`config.mk`:
```
export PLATFORM = sky130hd
export DESIGN_NAME = msbox_table
export DESIGN_NICKNAME = d
export VERILOG_FILES = /design/src/rtl/msbox_pkg.sv /design/src/rtl/msbox_rom.sv /design/src/rtl/msbox_dpram.sv /design/src/rtl/msbox_refill_ctrl.sv /design/src/rtl/msbox_table.sv
export SDC_FILE = /design/constraint.sdc
export NUM_CORES = 2
export LEC_CHECK = 0
export CAP_MARGIN = 20
export CORE_MARGIN = 2
export CORE_UTILIZATION = 30
export DETAILED_ROUTE_END_ITERATION = 12
export GPL_TIMING_DRIVEN = 0
export MAX_ROUTING_LAYER = met4
export SYNTH_ARGS = -nofsm -noshare
export SYNTH_HDL_FRONTEND = slang
export SYNTH_MEMORY_MAX_BITS = 65536
export SYNTH_SLANG_ARGS = --single-unit
```
`constraint.sdc`:
```
create_clock -name clk -period 22.2 [get_ports clk]
set_input_delay 4.44 -clock clk [delete_from_list [all_inputs] [get_ports clk]]
set_output_delay 4.44 -clock clk [all_outputs]
set_load 0.1 [all_outputs]
```
`src/rtl/msbox_pkg.sv`:
```
// Package: shared state type and elaboration-time S-box arithmetic.
// Assumes byte-wide field elements over the AES polynomial 0x11B.
package msbox_pkg;

    typedef enum logic [1:0] {
        ST_MIN  = 2'd0,
        ST_MOUT = 2'd1,
        ST_FILL = 2'd2,
        ST_SWAP = 2'd3
    } fill_st_t;

    // Multiply two field elements by shift-and-add.
    function automatic logic [7:0] gf_mul(input logic [7:0] a, input logic [7:0] b);
        logic [7:0] acc;
        logic [7:0] sh;
        acc = 8'h00;
        sh  = a;
        for (int i = 0; i < 8; i++) begin
            if (b[i]) acc = acc ^ sh;
            sh = {sh[6:0], 1'b0} ^ (sh[7] ? 8'h1B : 8'h00);
        end
        return acc;
    endfunction

    // Field inverse as a^254 (maps zero to zero).
    function automatic logic [7:0] gf_inv(input logic [7:0] a);
        logic [7:0] res;
        logic [7:0] base;
        logic [7:0] ex;
        res  = 8'h01;
        base = a;
        ex   = 8'hFE;
        for (int i = 0; i < 8; i++) begin
            if (ex[i]) res = gf_mul(res, base);
            base = gf_mul(base, base);
        end
        return res;
    endfunction

    // Unmasked AES substitution: inverse followed by the affine map.
    function automatic logic [7:0] sbox_f(input logic [7:0] x);
        logic [7:0] b;
        b = gf_inv(x);
        return b ^ {b[6:0], b[7]} ^ {b[5:0], b[7:6]} ^ {b[4:0], b[7:5]}
                 ^ {b[3:0], b[7:4]} ^ 8'h63;
    endfunction

endpackage

```
`src/rtl/msbox_rom.sv`:
```
// Unmasked S-box constant table, built at elaboration.
// Assumes W = 8; the read is combinational.
module msbox_rom #(
    parameter int W = 8
) (
    input  logic [W-1:0] addr,
    output logic [W-1:0] data
);
    localparam int DEPTH = 1 << W;

    logic [7:0] tbl [DEPTH];

    for (genvar i = 0; i < DEPTH; i++) begin : g_ent
        localparam logic [7:0] VAL = msbox_pkg::sbox_f(8'(i));
        assign tbl[i] = VAL;
    end

    // Select the entry for the refill counter.
    always_comb data = tbl[addr];

endmodule

```
`src/rtl/msbox_dpram.sv`:
```
// Memory with two ports: A reads synchronously, B writes.
// Assumes both ports never need to read and write the same word in one
// cycle (the controller keeps B on the passive half).
module msbox_dpram #(
    parameter int AW = 9,
    parameter int DW = 8
) (
    input  logic          clk,
    input  logic          a_en,
    input  logic [AW-1:0] a_addr,
    output logic [DW-1:0] a_q,
    input  logic          b_we,
    input  logic [AW-1:0] b_addr,
    input  logic [DW-1:0] b_d
);
    localparam int WORDS = 1 << AW;

    logic [DW-1:0] mem [WORDS];

    // Port A: registered read for lookups.
    always_ff @(posedge clk) begin
        if (a_en) a_q <= mem[a_addr];
    end

    // Port B: background write of the passive context.
    always_ff @(posedge clk) begin
        if (b_we) mem[b_addr] <= b_d;
    end

endmodule

```
`src/rtl/msbox_refill_ctrl.sv`:
```
// Refill engine: collects two mask bytes, rewrites the passive context
// one entry per cycle, then swaps contexts. Holds both mask pairs.
// Assumes the caller consumes cur_min/cur_mout as those of active_ctx.
module msbox_refill_ctrl #(
    parameter int W = 8
) (
    input  logic         clk,
    input  logic         rst_n,
    input  logic         rnd_valid,
    input  logic [W-1:0] rnd_data,
    output logic         rnd_ready,
    output logic         busy,
    output logic         swap_pulse,
    output logic         ready,
    output logic         active_ctx,
    output logic [W-1:0] cur_min,
    output logic [W-1:0] cur_mout,
    output logic [W-1:0] rom_addr,
    input  logic [W-1:0] rom_data,
    output logic         wr_en,
    output logic [W:0]   wr_addr,
    output logic [W-1:0] wr_data
);
    import msbox_pkg::*;

    localparam int           DEPTH = 1 << W;
    localparam logic [W-1:0] LAST  = W'(DEPTH - 1);

    fill_st_t     state;
    logic [W-1:0] ctr;
    logic         act_q;
    logic         rdy_q;
    logic [W-1:0] min_q  [2];
    logic [W-1:0] mout_q [2];
    logic         passive;
    logic         accept;

    assign passive = ~act_q;
    assign accept  = rnd_valid && rnd_ready;

    // Sequence the refill: mask in, mask out, fill, swap.
    always_ff @(posedge clk) begin
        if (!rst_n) begin
            state <= ST_MIN;
            ctr   <= '0;
        end else begin
            case (state)
                ST_MIN:  if (accept) state <= ST_MOUT;
                ST_MOUT: if (accept) begin
                    state <= ST_FILL;
                    ctr   <= '0;
                end
                ST_FILL: begin
                    ctr <= ctr + 1'b1;
                    if (ctr == LAST) state <= ST_SWAP;
                end
                default: state <= ST_MIN;
            endcase
        end
    end

    // Capture fresh masks into the passive context's pair.
    always_ff @(posedge clk) begin
        if (!rst_n) begin
            min_q[0]  <= '0;
            min_q[1]  <= '0;
            mout_q[0] <= '0;
            mout_q[1] <= '0;
        end else if (accept) begin
            if (state == ST_MIN)  min_q[passive]  <= rnd_data;
            if (state == ST_MOUT) mout_q[passive] <= rnd_data;
        end
    end

    // Flip the active context and mark the table usable on a swap.
    always_ff @(posedge clk) begin
        if (!rst_n) begin
            act_q <= 1'b1;
            rdy_q <= 1'b0;
        end else if (state == ST_SWAP) begin
            act_q <= ~act_q;
            rdy_q <= 1'b1;
        end
    end

    // Status, mask reporting and the masked write toward the passive half.
    always_comb begin
        rnd_ready  = (state == ST_MIN) || (state == ST_MOUT);
        busy       = (state != ST_SWAP);
        swap_pulse = (state == ST_SWAP);
        ready      = rdy_q;
        active_ctx = act_q;
        cur_min    = min_q[act_q];
        cur_mout   = mout_q[act_q];
        rom_addr   = ctr;
        wr_en      = (state == ST_FILL);
        wr_addr    = {passive, ctr ^ min_q[passive]};
        wr_data    = rom_data ^ mout_q[passive];
    end

endmodule

```
`src/rtl/msbox_table.sv`:
```
// Top: masked S-box lookup with two contexts in one memory, re-randomized
// in the background. Lookups read the active half through port A while the
// refill engine writes the passive half through port B.
// Assumes W = 8 (AES byte substitution).
module msbox_table #(
    parameter int W = 8
) (
    input  logic         clk,
    input  logic         rst_n,
    input  logic         lk_valid,
    input  logic [W-1:0] lk_addr,
    output logic [W-1:0] lk_dout,
    output logic [W-1:0] lk_dout_mout,
    output logic         lk_dout_valid,
    output logic [W-1:0] cur_min,
    output logic [W-1:0] cur_mout,
    input  logic         rnd_valid,
    input  logic [W-1:0] rnd_data,
    output logic         rnd_ready,
    output logic         busy,
    output logic         swap_pulse,
    output logic         ready,
    output logic         active_ctx
);
    localparam int MAW = W + 1;

    logic [W-1:0] rom_addr;
    logic [W-1:0] rom_data;
    logic         wr_en;
    logic [W:0]   wr_addr;
    logic [W-1:0] wr_data;
    logic [W-1:0] mout_q;
    logic         vld_q;

    msbox_refill_ctrl #(.W(W)) u_ctrl (
        .clk        (clk),
        .rst_n      (rst_n),
        .rnd_valid  (rnd_valid),
        .rnd_data   (rnd_data),
        .rnd_ready  (rnd_ready),
        .busy       (busy),
        .swap_pulse (swap_pulse),
        .ready      (ready),
        .active_ctx (active_ctx),
        .cur_min    (cur_min),
        .cur_mout   (cur_mout),
        .rom_addr   (rom_addr),
        .rom_data   (rom_data),
        .wr_en      (wr_en),
        .wr_addr    (wr_addr),
        .wr_data    (wr_data)
    );

    msbox_rom #(.W(W)) u_rom (
        .addr (rom_addr),
        .data (rom_data)
    );

    msbox_dpram #(.AW(MAW), .DW(W)) u_mem (
        .clk    (clk),
        .a_en   (lk_valid),
        .a_addr ({active_ctx, lk_addr}),
        .a_q    (lk_dout),
        .b_we   (wr_en),
        .b_addr (wr_addr),
        .b_d    (wr_data)
    );

    // Carry the output mask and validity of each lookup beside its data.
    always_ff @(posedge clk) begin
        if (!rst_n) begin
            mout_q <= '0;
            vld_q  <= 1'b0;
        end else begin
            vld_q <= lk_valid && ready;
            if (lk_valid) mout_q <= cur_mout;
        end
    end

    assign lk_dout_mout  = mout_q;
    assign lk_dout_valid = vld_q;

endmodule

```
==> summary.txt <==
Outcome
  • Status: complete, no violations

Synth
  • Most common flop cell mapped by yosys: edfxtp_1
  • Cell Area, Synth: 0.166 mm^2
  • Post-Syn Nets: 8785
  • Syn avg cell area: about 19 um^2
  • Seq cells post-synth: 4158
  • Synth warn: 0
  • Post-synthesis sequential area ratio: 75.0%
  • Post-synth EDFFs: between 4000 and 5000
  • Post-Syn Instances: 8742
  • Asr flop ratio synth: 0%
  • Post-synth cell types: between 70 and 80

Setup path
  • R2r worst-path depth: 8
  • CP Data Arrival Time: 10.93 ns
  • CP max FO: 14
  • Required time worst endpoint: ~23 ns
  • R2r startpoint: u_ctrl.active_ctx
  • Setup crit end kind: flip-flop
  • CP Class: input pin to flip-flop
  • Startpoint type of the worst setup path: input pin
  • Flop2flop setup slack: 15.29 ns
  • Worst reg2reg path endpoint: u_mem.mem[128][1]

Pwr
  • Clock Power Share: 35.9%
  • Reg power frac: 49.2%
  • Sw power: 5.18 mW
  • Power density cells: 99.3 mW/mm^2
  • Lkg Pwr: 61.2 nW
  • Comb pwr share: roughly 15%
  • Sw frac: 26.8%
  • Internal power: about 14 mW
  • VDD IR-drop max: around 76 uV

Final layout
  • Layout Nets: ~9600
  • Share of layout cells above drive strength 1: 20.0%
  • Most frequent cells in the layout: 4136 x edfxtp_1, 789 x mux2i_1, 673 x mux4_2
  • Most common cell after layout, fill and taps aside: edfxtp_1
  • Area delta synth->final: 17.0%
  • Fin area: about 0.2 mm^2
  • Filler cell count: 51062

GRT
  • Vias in the first global route: around 91000
  • Remaining global-route overflow: 0
  • Initial antenna violation count: 53
  • Largest net degree at the start of global routing: 41
  • Gr usage total: 21.6%
  • First-pass GRT wire length: 805 mm

Floorplan
  • Die area: 0.560 mm^2
  • Die width: 748 um
  • Starting Density: 30.1%
  • Core area: around 0.55 mm^2
  • Die H: roughly 750 um
  • I/O pin cnt: 58
  • Row count: 273

Timing
  • Setup TNS: 0 ns
  • Relative slew slack: 10.8%
  • Final min period: 10.19 ns
  • Setup violators final: 0
  • Worst Clk Skew: 0.0697 ns
  • Final period utilization: 45.9%
  • Slew Viols, Final: 0
  • Fmax: 0.0981 GHz
  • RSZ-0062 raised after global routing: no
  • Actual slew at the worst max-slew pin: between 1 and 1.5 ns
  • Final Hold Fails: 0

CTS
  • Post-CTS setup buffer count: 0
  • Htree depth: 5
  • Clk buf depth: 4
  • Clock latency on the worst-skew pair: 1.00 ns
  • CTS tree: built
  • CTS Root Cell: clkbuf_16
  • Hold-fix buffers, CTS: 0
  • CTS sink cnt: 4158
  • CTS Buf Count: around 410
  • Post-CTS resize count: 0
  • Clock-pin slew on the worst setup and hold paths: around 0.06 ns

Route
  • Total Wirelength: 610 mm
  • ANT nets after route: 0
  • Vias/cell: 5.63
  • DRC: 0
  • Vias after detailed routing: 96881
  • Initial DRC Count: 17142
  • Drt wl/cell: 35.5 um
  • 1st-pass router iterations: 7

Min path
  • Hold path depth: 1
  • WHS Endpoint: u_ctrl.ready
  • Worst hold path type: flip-flop to flip-flop
  • Hold Path Origin: u_ctrl.ready

Placement
  • GP Congestion: 1.00
  • DP HPWL: 444 mm
  • IO Port Bufs: 54
  • Area after DPL: 0.181 mm^2

Job
  • Max-Cap Viols: 0
[per-stage QoR]
step	hold WS [ns]	worst slack, ns	util, %	total power, mW	std cells
detailed placement	0.480	11.47	32.8	12.5	16388
finish	0.495	12.01	35.2	19.3	17211
global route	0.517	12.48	35.2	19.7	17192
global placement	0.469	-20.96	31.8	13.7	16083
CTS	0.499	12.50	35.2	19.2	17154
floorplan	0.491	1.93	-	11.6	8742
[worst max-delay path, stage by stage]
cell	delay, ns
clkdlybuf4s50_1	1.02
buf_4	0.40
buf_4	0.26
buf_2	0.86
buf_2	1.02
mux4_2	0.45
o22ai_1	0.10
o21ai_0	0.59
nand4_1	0.54
nand4_1	0.58
and4_1	0.53
[final cells by class]
type / instances / area [um^2] / share of cell area, %
flip-flops and latches: 4158 / 125000 / 64.1
diodes: 46 / 115 / 0.0592
repair buffers: 370 / 5550 / 2.85
multi-input cells: 3981 / 38300 / 19.7
inverters: 16 / 60.1 / 0.0309
well taps: 7287 / 9120 / 4.69
clock inverters: 277 / 2390 / 1.23
plain buffers: 587 / 3580 / 1.84
clock buffers: 489 / 10800 / 5.54
[Yosys cell counts (46+ instances only)]
| library cell | n | area share (%) |
|---|---|---|
| a21oi_1 | 234 | 0.70 |
| nand3_1 | 46 | 0.14 |
| and2_1 | 52 | 0.20 |
| buf_6 | 79 | 0.54 |
| clkbuf_1 | 287 | 0.65 |
| o221ai_1 | 341 | 1.8 |
| o22ai_1 | 221 | 0.83 |
| mux2i_1 | 789 | 4.8 |
| buf_4 | 49 | 0.22 |
| buf_2 | 96 | 0.29 |
| buf_1 | 46 | 0.10 |
| nor3_1 | 69 | 0.21 |
| mux4_2 | 673 | 9.1 |
| nand2_1 | 182 | 0.41 |
| edfxtp_1 | 4136 | 75 |
| nor2_1 | 677 | 1.5 |
| o21ai_0 | 147 | 0.44 |
[routing by layer]
| layer | share of wire [%] | vias up | global-route usage (%) |
|---|---|---|---|
| met2 | 44 | 6869 | 31.3 |
| li1 | - | 37827 | - |
| met5 | 0 | - | - |
| met1 | 37 | 50939 | 27.5 |
| met3 | 13 | 1246 | 6.18 |
| met4 | 6.3 | 0 | 11.3 |
[kinds of logic (layout without fill, tap and decap cells)]
logic type      count (synthesis)  in the layout  synth area share (%)
flops                        4158           4158                  75.0
xor+xnor                       34             34                 0.179
compound gates               1223           1223                  5.18
simple gates                 1208           1208                  3.19
fa+ha+maj                      23             23                 0.173
buf+inv                       603           1739                  2.13
other cells                     0             46                     0
mux                          1493           1493                  14.2
[state kept, by name, summed over array words and instances, names as in the netlist, named ones only]
register,cells
lk_dout_mout,8
lk_dout_valid,1
u_ctrl.active_ctx,1
u_ctrl.min_q,16
u_ctrl.mout_q,16
u_ctrl.ready,1
u_ctrl.rom_addr,8
u_ctrl.state,2
u_mem.a_q,8
u_mem.mem,4096
[power groups by stage]
stage | logic (mW) | clock network, mW | registers [mW]
finish | 2.88 | 6.93 | 9.50
global route | 2.93 | 7.24 | 9.49
CTS | 2.80 | 6.94 | 9.50
detailed placement | 2.80 | 0 | 9.66
global placement | 2.13 | 0 | 11.5
floorplan | 1.04 | 0 | 10.6
[how the worst max path moves through the flow]
stage | cells past startpoint | endpoint | start | slack (ns)
3_5_place_dp | 11 | u_mem.a_q[6] | lk_addr[1] | 11.47
3_3_place_gp | 11 | u_mem.mem[60][1] | u_ctrl.rom_addr[0] | -20.96
2_1_floorplan | 10 | u_mem.mem[0][7] | u_ctrl.rom_addr[1] | 1.93
5_1_grt | 11 | u_mem.a_q[6] | lk_addr[1] | 12.48
6_report | 11 | u_mem.a_q[6] | lk_addr[1] | 12.01
4_1_cts | 11 | u_mem.a_q[6] | lk_addr[1] | 12.50
No activity file was read; power rests on OpenSTA's default activity.
